## src/rtl/dmaarb_pkg.sv

```systemverilog
package dmaarb_pkg;
  localparam int NCH    = 4;
  localparam int IW     = $clog2(NCH);
  localparam int AW     = 16;
  localparam int CW     = 16;
  localparam int DW     = 16;
  localparam int CH_SRC = 2;
  localparam int CH_DST = 3;

  typedef enum logic [1:0] {
    REG_ADDR = 2'd0,
    REG_CNT  = 2'd1,
    REG_CTL  = 2'd2,
    REG_MODE = 2'd3
  } reg_sel_e;

  // Winner among rq, with channel 'top' at highest priority, circular order.
  function automatic logic [NCH-1:0] pick_next(input logic [NCH-1:0] rq,
                                               input logic [IW-1:0]  top);
    logic [NCH-1:0] res;
    int unsigned idx;
    res = '0;
    for (int k = NCH - 1; k >= 0; k--) begin
      idx = (int'(top) + k) % NCH;
      if (rq[idx]) begin
        res = '0;
        res[idx] = 1'b1;
      end
    end
    return res;
  endfunction

  function automatic logic [IW-1:0] onehot_idx(input logic [NCH-1:0] oh);
    logic [IW-1:0] r;
    r = '0;
    for (int k = 0; k < NCH; k++)
      if (oh[k]) r = IW'(k);
    return r;
  endfunction

  function automatic logic [IW-1:0] ptr_after(input logic [IW-1:0] served);
    return IW'((int'(served) + 1) % NCH);
  endfunction

  function automatic logic [AW-1:0] addr_step(input logic [AW-1:0] a);
    return a + AW'(1);
  endfunction

  function automatic logic [CW-1:0] cnt_step(input logic [CW-1:0] c);
    return c - CW'(1);
  endfunction
endpackage

```

## src/rtl/dmaarb_regdec.sv

```systemverilog
module dmaarb_regdec
  import dmaarb_pkg::*;
(
  input  logic           clk,
  input  logic           rst_n,
  input  logic           wr_en,
  input  logic [IW-1:0]  wr_ch,
  input  logic [1:0]     wr_reg,
  input  logic [1:0]     mode_bits,
  output logic [NCH-1:0] ld_addr,
  output logic [NCH-1:0] ld_cnt,
  output logic [NCH-1:0] ld_ctl,
  output logic           rotate_q,
  output logic           chain_q
);
  logic [NCH-1:0] ch_sel;
  logic           mode_wr;

  always_comb begin
    ch_sel = '0;
    ch_sel[wr_ch] = wr_en;
  end

  assign mode_wr = wr_en && (wr_reg == REG_MODE);

  always_comb begin
    ld_addr = (wr_reg == REG_ADDR) ? ch_sel : '0;
    ld_cnt  = (wr_reg == REG_CNT)  ? ch_sel : '0;
    ld_ctl  = (wr_reg == REG_CTL)  ? ch_sel : '0;
    // chaining mirrors source-channel parameter writes into the reload channel
    if (chain_q) begin
      ld_addr[CH_DST] = ld_addr[CH_DST] | ld_addr[CH_SRC];
      ld_cnt[CH_DST]  = ld_cnt[CH_DST]  | ld_cnt[CH_SRC];
    end
  end

  always_ff @(posedge clk) begin
    if (!rst_n) begin
      rotate_q <= 1'b0;
      chain_q  <= 1'b0;
    end else if (mode_wr) begin
      rotate_q <= mode_bits[0];
      chain_q  <= mode_bits[1];
    end
  end
endmodule

```

## src/rtl/dmaarb_chan.sv

```systemverilog
module dmaarb_chan
  import dmaarb_pkg::*;
(
  input  logic          clk,
  input  logic          rst_n,
  input  logic          ld_addr,
  input  logic          ld_cnt,
  input  logic          ld_ctl,
  input  logic [DW-1:0] wdata,
  input  logic          step,
  input  logic          reload,
  input  logic [AW-1:0] rl_addr,
  input  logic [CW-1:0] rl_cnt,
  output logic [AW-1:0] addr_q,
  output logic [CW-1:0] cnt_q,
  output logic          en_q,
  output logic          stop_q,
  output logic          tc_evt
);
  assign tc_evt = step && (cnt_q == '0);

  always_ff @(posedge clk) begin
    if (!rst_n) begin
      addr_q <= '0;
    end else if (ld_addr) begin
      addr_q <= AW'(wdata);
    end else if (reload) begin
      addr_q <= rl_addr;
    end else if (step) begin
      addr_q <= addr_step(addr_q);
    end
  end

  always_ff @(posedge clk) begin
    if (!rst_n) begin
      cnt_q <= '0;
    end else if (ld_cnt) begin
      cnt_q <= CW'(wdata);
    end else if (reload) begin
      cnt_q <= rl_cnt;
    end else if (step) begin
      cnt_q <= cnt_step(cnt_q);
    end
  end

  always_ff @(posedge clk) begin
    if (!rst_n) begin
      en_q   <= 1'b0;
      stop_q <= 1'b0;
    end else if (ld_ctl) begin
      en_q   <= wdata[0];
      stop_q <= wdata[1];
    end else if (tc_evt && stop_q) begin
      en_q   <= 1'b0;
    end
  end
endmodule

```

## src/rtl/dmaarb_resolver.sv

```systemverilog
module dmaarb_resolver
  import dmaarb_pkg::*;
(
  input  logic           clk,
  input  logic           rst_n,
  input  logic [NCH-1:0] req_eff,
  input  logic           done,
  input  logic           rotate,
  output logic [NCH-1:0] gnt_q,
  output logic           svc_end
);
  logic [IW-1:0]  ptr_q;
  logic [IW-1:0]  gidx;
  logic [NCH-1:0] winner;
  logic           busy;

  assign busy    = (gnt_q != '0);
  assign svc_end = done && busy;
  assign gidx    = onehot_idx(gnt_q);
  assign winner  = pick_next(req_eff, rotate ? ptr_q : '0);

  always_ff @(posedge clk) begin
    if (!rst_n) begin
      gnt_q <= '0;
      ptr_q <= '0;
    end else if (!busy) begin
      gnt_q <= winner;
    end else if (done) begin
      gnt_q <= '0;
      if (rotate) ptr_q <= ptr_after(gidx);
    end
  end
endmodule

```

## src/rtl/dmaarb_top.sv

```systemverilog
module dmaarb_top
  import dmaarb_pkg::*;
(
  input  logic           clk,
  input  logic           rst_n,
  input  logic [NCH-1:0] req,
  input  logic           wr_en,
  input  logic [IW-1:0]  wr_ch,
  input  logic [1:0]     wr_reg,
  input  logic [DW-1:0]  wr_data,
  input  logic           done,
  output logic [NCH-1:0] gnt,
  output logic [AW-1:0]  cur_addr,
  output logic [CW-1:0]  cur_cnt,
  output logic [NCH-1:0] tc,
  output logic [NCH-1:0] chan_en
);
  logic [NCH-1:0] ld_addr, ld_cnt, ld_ctl;
  logic           rotate_q, chain_q;
  logic [NCH-1:0] req_eff, step, tc_evt, stop_q, en_q, ctl_wr, blocked;
  logic [AW-1:0]  addr_q [NCH];
  logic [CW-1:0]  cnt_q  [NCH];
  logic [NCH-1:0] gnt_q;
  logic           svc_end;
  logic           reload_src;
  logic [NCH-1:0] tc_q;

  dmaarb_regdec u_dec (
    .clk(clk), .rst_n(rst_n), .wr_en(wr_en), .wr_ch(wr_ch), .wr_reg(wr_reg),
    .mode_bits(wr_data[1:0]), .ld_addr(ld_addr), .ld_cnt(ld_cnt), .ld_ctl(ld_ctl),
    .rotate_q(rotate_q), .chain_q(chain_q)
  );

  assign ctl_wr = ld_ctl;

  always_comb begin
    blocked = '0;
    blocked[CH_DST] = chain_q;
  end

  assign req_eff    = req & en_q & ~blocked;
  assign step       = svc_end ? gnt_q : '0;
  assign reload_src = chain_q && tc_evt[CH_SRC];

  for (genvar i = 0; i < NCH; i++) begin : g_ch
    dmaarb_chan u_ch (
      .clk(clk), .rst_n(rst_n),
      .ld_addr(ld_addr[i]), .ld_cnt(ld_cnt[i]), .ld_ctl(ld_ctl[i]),
      .wdata(wr_data), .step(step[i]),
      .reload((i == CH_SRC) ? reload_src : 1'b0),
      .rl_addr(addr_q[CH_DST]), .rl_cnt(cnt_q[CH_DST]),
      .addr_q(addr_q[i]), .cnt_q(cnt_q[i]), .en_q(en_q[i]),
      .stop_q(stop_q[i]), .tc_evt(tc_evt[i])
    );
  end

  dmaarb_resolver u_res (
    .clk(clk), .rst_n(rst_n), .req_eff(req_eff), .done(done),
    .rotate(rotate_q), .gnt_q(gnt_q), .svc_end(svc_end)
  );

  always_ff @(posedge clk) begin
    if (!rst_n) tc_q <= '0;
    else        tc_q <= tc_evt;
  end

  always_comb begin
    cur_addr = '0;
    cur_cnt  = '0;
    for (int k = 0; k < NCH; k++) begin
      if (gnt_q[k]) begin
        cur_addr = addr_q[k];
        cur_cnt  = cnt_q[k];
      end
    end
  end

  assign gnt     = gnt_q;
  assign tc      = tc_q;
  assign chan_en = en_q;
endmodule

```

## config.mk

```make
export PLATFORM = sky130hd
export DESIGN_NAME = dmaarb_top
export DESIGN_NICKNAME = d
export VERILOG_FILES = /design/src/rtl/dmaarb_pkg.sv /design/src/rtl/dmaarb_regdec.sv /design/src/rtl/dmaarb_chan.sv /design/src/rtl/dmaarb_resolver.sv /design/src/rtl/dmaarb_top.sv
export SDC_FILE = /design/constraint.sdc
export NUM_CORES = 1
export LEC_CHECK = 0
export BUFFER_PORTS_ARGS = -buffer_cell sky130_fd_sc_hd__buf_2
export CAP_MARGIN = 20
export CORE_UTILIZATION = 49
export CTS_CLUSTER_DIAMETER = 120
export CTS_CLUSTER_SIZE = 24
export DETAILED_ROUTE_END_ITERATION = 6
export GPL_TIMING_DRIVEN = 0
export MAX_ROUTING_LAYER = met4
export PLACE_DENSITY = 0.67
export SYNTH_ARGS = -nofsm -noshare
export SYNTH_HDL_FRONTEND = slang
export SYNTH_SLANG_ARGS = --single-unit
```

## constraint.sdc

```tcl
create_clock -name clk -period 4.6 [get_ports clk]
set_input_delay 0.46 -clock clk [delete_from_list [all_inputs] [get_ports clk]]
set_output_delay 0.46 -clock clk [all_outputs]
set_load 0.05 [all_outputs]
```

# --- Yosys cells after proc, flatten, opt, wreduce, memory -nomap -nowiden ---
# Index checks and enable logic that the tools add are counted.
totals:
  wordCells: 162
  ff_bits: 148
classes:
  n_mux: 68
  n_lt_le_gt_ge: 10
  eq_ne: 4
  n_bitwise: 9
  reduce_logical: 38
  n_addsub: 12
ops:
  columns: ["op", "n"]
  rows:
  - ["two-way mux 16 bit", 26]
  - ["greater-or-equal comparator 32 x 1 -> 1 bit, second input constant", 3]
  - ["< comparator 32 x 3 -> 1 bit, second input constant", 3]
  - ["adder 16 x 1 -> 16 bit, second input constant", 4]
  - ["zero test 16 bit", 4]
  - ["subtractor 16 x 1 -> 16 bit, second input constant", 4]
  - ["two-way mux 4 bit", 10]
  - ["two-way mux 1 bit", 20]
  - ["nonzero test 2 bit", 10]
  - ["logical AND 1 bit", 16]
  - ["bitwise AND 4 bit", 3]
  - ["demux 1 bit (select 2 bit)", 5]
  - ["binary-select mux 1 bit (select 2 bit)", 4]
  - ["< comparator 2 x 3 -> 1 bit, second input constant", 2]
  - ["two-way mux 2 bit", 3]
  - ["nonzero test 3 bit", 2]
  - ["OR reduction 2 bit", 3]
  - ["adder 2 x 1 -> 2 bit, second input constant", 2]
  - ["adder 2 bit, second input constant", 2]
  - ["== test 2 bit, second input constant", 2]
  - ["greater-or-equal comparator 2 x 1 -> 1 bit, second input constant", 2]
  - ["inverter 4 bit", 1]
  - ["nonzero test 4 bit", 1]
  - ["bitwise AND 1 bit, first input constant", 3]
  - ["other kinds (5)", 6]

# --- Longest topological paths before layout ---
# Gate-level depths: netlist of run 1.
logic_depth:
  word_depth: 13
  mapped_depth: 9

# --- Modules after synthesis ---
# A second synthesis of run 1 with hierarchy kept.
hier_totals:
  cells_unflattened: 1504
  hier_area_um2: 11643.7
modules_own_cells:
  columns: ["mod", "cells_each", "n_inst", "area_each_um2", "seq_area_each_um2"]
  rows:
  - ["dmaarb_chan", 319, 4, 2469.9, 680.7]
  - ["dmaarb_top", 137, 1, 960.9, 80.1]
  - ["dmaarb_resolver", 60, 1, 589.3, 120.1]
  - ["dmaarb_regdec", 31, 1, 214.0, 40.0]

# --- Least setup slack after synthesis of run 1 ---
# No wires, ideal clock.
synth_path:
  kind: "register to output"
  startpoint: "register u_res.gnt_q[1]"
  endpoint: "output port cur_addr[7]"
  path_stages_with_launch: 6
  n_path_buf: 3
  setup_slack_ns: 1.388
  t_arrival_ns: 2.752
  path_cell_list: "dfxtp_1 -> buf_2 -> clkbuf_1 -> clkbuf_1 -> a221oi_1 -> o31ai_1"
synth_between:
  elab_chain_cells: 3
synth_rtl:
  columns: ["element", "line", "rtl"]
  rows:
  - ["start: declaration", "dmaarb_resolver.sv:9", "output logic [NCH-1:0] gnt_q,"]
  - ["start signal: assignment", "dmaarb_resolver.sv:27", "gnt_q <= winner;"]
  - ["two-way mux 16 bit (3 in a row)", "dmaarb_top.sv:71", "if (gnt_q[k]) begin"]
  - ["end: declaration", "dmaarb_top.sv:13", "output logic [AW-1:0] cur_addr,"]
# No other way between the ends.

# --- Worst setup path in the final report of run 1 ---
layout_path:
  startpoint: "register u_res.gnt_q[1]"
  endpoint: "output port cur_addr[5]"
# The elaborated chain is that of the path after synthesis.

==> run metrics, run 1 <==
run status=complete, no violations; distinct cell type count of the synthesized netlist=between 60 and 70; number of nets in the synthesized netlist=1326; layout-stage area growth over the synthesis result=12.9%; vias in the first global route=between 9000 and 10000; starting density of the core=0.502; final count of pins violating max slew=0; count of final setup violators=0; H-tree level count=4; LEAKAGE=just over 4 nW; TritonCTS clock tree=done; DR iter-0 viols=1084; Root Driver=clkbuf_16; latest clock arrival within the worst-skew pair=0.44 ns; placer congestion estimate=just under 1; antenna violations before repair=0; half-perimeter wire length after detailed placement=about 26 mm; placement-stage cell area=10000 sq um; asr flop ratio synth=0; combined area of the multi-input logic cells=roughly 6000 sq um; commonest non-fill, non-tap cells in the layout=nand2_1 (166), nor2_1 (162), dfxtp_1 (148); global-route congestion overflow total=0; maximum clock path buffer count=2; global-route wire length before repair=approximately 54 mm; per-instance average area after synthesis=~7.4 sq um; flip-flop and latch count after synthesis=around 150; via count=between 10000 and 15000; Final period util=0.718; category of the critical setup timing path=register to primary output; main combinational cell family by area after synthesis=simple AND/OR/NAND/NOR gates; number of synthesis warnings=0; max cap viols=0; all-layer global routing usage=0.376; critical path peak fanout=10; DR DRC count=0; hold crit path type=input pin to register; number of gates resized after cts=0; wirelength, routed=approximately 36 mm; fraction of the yosys area taken by sequential cells=0.315; detail-routed net length per standard cell=between 20 and 25 um; achievable clock frequency=about 0.30 GHz; clock buffer count from CTS=17; power per cell area=~300 nW/um^2; Die ar.=about 20000 sq um; RSZ-0062 raised after global routing=false; EDFF count, synth=0; sort of element at the start of the critical path=register; Hold Fails Final Rpt=0; compound-cell area share of the yosys netlist=0.216; average vias per placed instance=6.36; Finished Cell Area=about 11000 sq um; Setup Fix Bufs, Post-CTS=0; Max transition margin=0.367; data arrival time at the worst-slack endpoint=~2.8 ns; endpoint type of the worst setup path=primary output; cells after synthesis=roughly 1300; footprint of the flip-flops and latches=approximately 3000 sq um; remaining antenna violation count=0; fill count=about 1800; number of standard-cell rows in the floorplan=50; post-synthesis share of cell area spent on full adders, half adders and majority gates=0.0252; parity-gate share of the synthesized area counting xor and xnor cells=0.0958; fraction of final layout cells sized beyond drive strength 1=0.101; Post-synth top flop=dfxtp_1; Total Nets Final=around 1400; number of clock sinks=148; first-pass iteration count of the detailed router=6; pin count of the biggest net entering global routing=17; most common cell after layout, fill and taps aside=nand2_1; antenna cells=0; clock transition at the register clock pins on the worst setup and hold paths after CTS=about 0.060 ns; die width=between 100 and 150 um; fin crit period=approximately 3.3 ns; die height=~140 um; Worst IR Drop VDD=~0.25 mV; post-route clock skew=about 0.008 ns; total core area=between 15000 and 20000 sq um; area share of and/or/nand/nor cells after synthesis=0.282; count of hold-fix buffers inserted at cts=0; required time of the worst setup path=slightly above 4 ns; port buffer count=65; Worst-Margin Slew=0.949 ns; mapped cell area=9420 sq um; share of cell area taken by muxes after synthesis=0.0150; Top-Level Pins=a little over 70; Sum Neg Setup Slack=0 ns
[flip-flops by register name, indices dropped and copies added (netlist names)]
| register | count |
|---|---|
| tc | 4 |
| u_res.gnt_q | 4 |
| g_ch.u_ch.stop_q | 4 |
| g_ch.u_ch.en_q | 4 |
| u_res.ptr_q | 2 |
| g_ch.u_ch.cnt_q | 64 |
| g_ch.u_ch.addr_q | 64 |
| u_dec.chain_q | 1 |
| u_dec.rotate_q | 1 |
[cell usage after synthesis, drive strengths merged (8+ instances only)]
cell type | count | area share
o22ai | 10 | 0.0066
nor3 | 20 | 0.011
o211ai | 11 | 0.0088
dfxtp | 148 | 0.31
nor2 | 162 | 0.065
a211oi | 45 | 0.036
a221oi | 13 | 0.012
nand3b | 8 | 0.0064
nand3 | 50 | 0.027
nor2b | 9 | 0.0060
clkbuf | 71 | 0.029
a311oi | 8 | 0.0074
nor4 | 15 | 0.016
inv | 11 | 0.0044
xor2 | 54 | 0.050
o21ai | 105 | 0.056
nand4 | 31 | 0.021
nand2 | 168 | 0.068
xnor2 | 49 | 0.046
or3 | 17 | 0.011
and3 | 28 | 0.019
ha | 19 | 0.025
mux2i | 13 | 0.014
o31ai | 13 | 0.010
and2 | 13 | 0.0086
buf | 26 | 0.016
a31oi | 9 | 0.0060
a21oi | 113 | 0.060
[report_power, final]
group	total [mW]	internal, mW	switching (mW)	leakage [nW]
combinational	0.316	0.104	0.212	2.61
sequential	1.36	1.31	0.0453	1.20
clock	1.47	0.891	0.582	0.288
total	3.15	2.31	0.840	4.10
[path summary, 6_finish.rpt]
path / endpoint / depth (start not counted) / slack [ns] / start
setup reg to reg: g_ch[2].u_ch.addr_q[15] / 8 / 2.27 / u_res.gnt_q[2]
setup / recovery: cur_addr[5] / 6 / 1.30 / u_res.gnt_q[1]
hold / removal: g_ch[1].u_ch.addr_q[1] / 3 / 0.37 / wr_data[1]
hold reg to reg: g_ch[1].u_ch.stop_q / 2 / 0.46 / g_ch[1].u_ch.stop_q
[per-layer routing]
| layer | vias up | track usage | routed length [um] |
|---|---|---|---|
| li1 | 4715 | - | - |
| met1 | 4813 | 0.484 | 15100 |
| met2 | 568 | 0.570 | 15700 |
| met3 | 143 | 0.0584 | 3120 |
| met4 | 0 | 0.197 | 2080 |
| met5 | - | - | 0 |
[critical path, stage by stage (launching register included)]
cell and delay [ns]:
dfxtp_1 0.36, buf_2 0.22, clkbuf_1 0.42, clkbuf_1 0.42
a221oi_1 0.21, o31ai_1 0.43, buf_2 0.35
[metrics by stage]
step	hold slack, ns	setup WS [ns]	instances	utilization	total power, mW
after floorplan	0.432	1.39	1279	-	1.57
after global placement	0.444	1.86	1578	0.535	1.68
after detailed placement	0.449	1.88	1578	0.535	1.69
after CTS	0.369	1.41	1609	0.567	3.13
after global routing	0.377	1.23	1609	0.567	3.21
final	0.375	1.30	1609	0.567	3.15
[kinds of logic after synthesis]
kind of cell	count (synthesis)
DFF	148
xor gates and xnor gates	103
and+or+nand+nor	543
AOI/OAI and AO/OA	341
buffers and inverters	111
adders and majority gates	19
muxes	14
[area by class of cell]
cell class | count | area share
flip-flops and latches | 148 | 0.278
multi-input cells | 1020 | 0.561
clock buffers | 22 | 0.0446
plain buffers | 98 | 0.0410
clock inverters | 9 | 0.0120
well taps | 234 | 0.0275
inverters | 13 | 0.00459
repair buffers | 65 | 0.0306
No activity file was read; power rests on OpenSTA's default activity.
==> run 2, diff against run 1 <==
clock period = 3.2 ns   (was 4.6 ns; I/O delays follow)
==> run 2 against run 1 <==
Against the previous run:
- final area about the same
- largest cell class unchanged
- count of clock-buffer cells in the layout stayed put
- first-iteration DRC count increased by 4.6%
- via count is 0.30% higher
- non-clock buffer count did not move
==> run metrics, run 2 (synthesized netlist as in run 1, its figures left out) <==
fraction of final layout cells sized beyond drive strength 1=0.103 (+0.00145); half-perimeter wire length after detailed placement=25.6 mm (unchanged); placer congestion estimate=0.960 (unchanged); Max transition margin=0.347 (-0.0205); endpoint type of the worst setup path=primary output; post-route clock skew=0.00809 ns (+0.000292 ns); RR Startpoint=u_res.gnt_q[2]; first-pass iteration count of the detailed router=6 (unchanged); antenna cells=0 (unchanged); die width=141 um (unchanged); remaining antenna violation count=0 (unchanged); DR DRC count=0 (unchanged); power per cell area=425 nW/um^2 (+44%); vias in the first global route=9428 (unchanged); tightest hold margin=0.234 ns (-0.140 ns); final count of pins violating max slew=0 (unchanged); Top-Level Pins=72 (unchanged); fin crit period=~3.0 ns; CP max-delay cell=buf_1; Worst-Margin Slew=0.979 ns (+0.0307 ns); cell family with most CP delay=buffers and inverters; critical-path cell list=buf_2, buf_1, nand2_1, nor2_1, a21oi_1, nor2_1, a21oi_1, o21ai_0, buf_2; all-layer global routing usage=0.376 (unchanged); Worst IR Drop VDD=0.359 mV (+44%); pin count of the biggest net entering global routing=17 (unchanged); detail-routed net length per standard cell=22.3 um (-0.25%); most common cell after layout, fill and taps aside=nand2_1; Root Driver=clkbuf_16; category of the critical setup timing path=register to primary output; layout-stage area growth over the synthesis result=13.0% (about the same); DR iter-0 viols=1134 (+4.6%); clock transition at the register clock pins on the worst setup and hold paths after CTS=0.06 ns (about the same); Total Nets Final=1410 (unchanged); LEAKAGE=4.10 nW (+0.17%); Top Registers=g_ch.u_ch.addr_q (64), g_ch.u_ch.cnt_q (64); RSZ-0062 raised after global routing=false; hold path startpoint=wr_data[1]; terminating pin of the worst hold path=g_ch[1].u_ch.addr_q[1]; count of final setup violators=0 (unchanged); starting density of the core=0.502 (unchanged); Setup Fix Bufs, Post-CTS=0 (unchanged); H-tree level count=4 (unchanged); max cap viols=0 (unchanged); Sum Neg Setup Slack=0 ns (unchanged); TritonCTS clock tree=done; total core area=18800 sq um (unchanged); commonest non-fill, non-tap cells in the layout=nand2_1 (166), nor2_1 (162), dfxtp_1 (148); antenna violations before repair=0 (unchanged); achievable clock frequency=approximately 0.33 GHz; Final period util=0.950; port buffer count=65 (unchanged); wirelength, routed=35.9 mm (-0.25%); setup slack of the worst register-to-register path=0.89 ns (-1.38 ns); Critical Path Max Stage Delay=0.52 ns (+0.09 ns); global-route congestion overflow total=0 (unchanged); Hold Fails Final Rpt=0 (unchanged); sort of element at the start of the critical path=register; required time of the worst setup path=2.88 ns (-1.26 ns); number of standard-cell rows in the floorplan=50 (unchanged); die height=141 um (unchanged); via count=10270 (+0.30%); CP Buf/Inv Count=3 (-1); average vias per placed instance=6.38 (+0.30%); run status=complete, no violations; Hold Path Stages=3 (unchanged); hold crit path type=input pin to register; data arrival time at the worst-slack endpoint=2.72 ns (-0.12 ns); Die ar.=19800 sq um (unchanged); maximum clock path buffer count=2 (unchanged); fill count=1844 (-0.054%); number of clock sinks=148 (unchanged); reg2reg path depth=8 (unchanged); clock buffer count from CTS=17 (unchanged); critical path peak fanout=10 (unchanged); latest clock arrival within the worst-skew pair=0.44 ns (about the same); global-route wire length before repair=54.4 mm (unchanged); reg-to-reg critical path endpoint=g_ch[2].u_ch.addr_q[15]
-- run 2: area by class of cell --
type	count	area, sq um	share of cell area
multi-input cells	1020	5970	0.561
flip-flops and latches	148	2960	0.278
clock buffers	22	474	0.0446
plain buffers	98	439	0.0413
repair buffers	65	325	0.0306
well taps	234	293	0.0275
clock inverters	9	128	0.0120
inverters	13	48.8	0.00459
-- run 2: through the flow --
step           power [mW]  cell area, sq um  utilization  setup WS [ns]  instances
6_report             4.52             10600        0.567          0.159       1609
5_1_grt              4.62             10600        0.567        0.00514       1609
4_1_cts              4.50             10600        0.567          0.154       1609
3_5_place_dp         2.42             10000        0.535          0.623       1578
3_3_place_gp         2.42             10000        0.535          0.596       1578
2_1_floorplan        2.26              9420            -          0.128       1279
-- run 2: routing by layer --
metal,global-route usage,wire length (um)
met1,0.484,14900
met2,0.570,15700
met3,0.0584,3160
met4,0.197,2140
met5,-,0
-- run 2: power by group --
group | internal (mW) | switching, mW | leakage (nW) | total, mW
logic | 0.150 | 0.304 | 2.62 | 0.454
registers | 1.88 | 0.0650 | 1.20 | 1.95
clock network | 1.28 | 0.837 | 0.288 | 2.12
total | 3.32 | 1.21 | 4.10 | 4.52
-- run 2: how the worst max path moves through the flow --
stage / startpoint / to / cells after the start
finish: u_res.gnt_q[0] / cur_addr[8] / 9
global route: u_res.gnt_q[0] / cur_cnt[13] / 9
CTS: u_res.gnt_q[1] / cur_addr[2] / 6
detailed placement: u_res.gnt_q[1] / cur_addr[2] / 6
global placement: u_res.gnt_q[1] / cur_addr[3] / 6
floorplan: u_res.gnt_q[1] / cur_addr[7] / 5
-- run 2: worst register-to-register path: stages, from the launching register on --
cell      delay (ns)
dfxtp_1         0.36
buf_2           0.21
nand2_4         0.12
nor4b_2         0.39
nand3_2         0.26
buf_2           0.29
o21ai_0         0.28
a21oi_1         0.07
o21bai_1        0.18
-- run 2: what timing repair did --
item	4_1_cts	5_1_grt
resized for setup	0	4
hold buffers	0	0
setup endpoints to repair	0	3
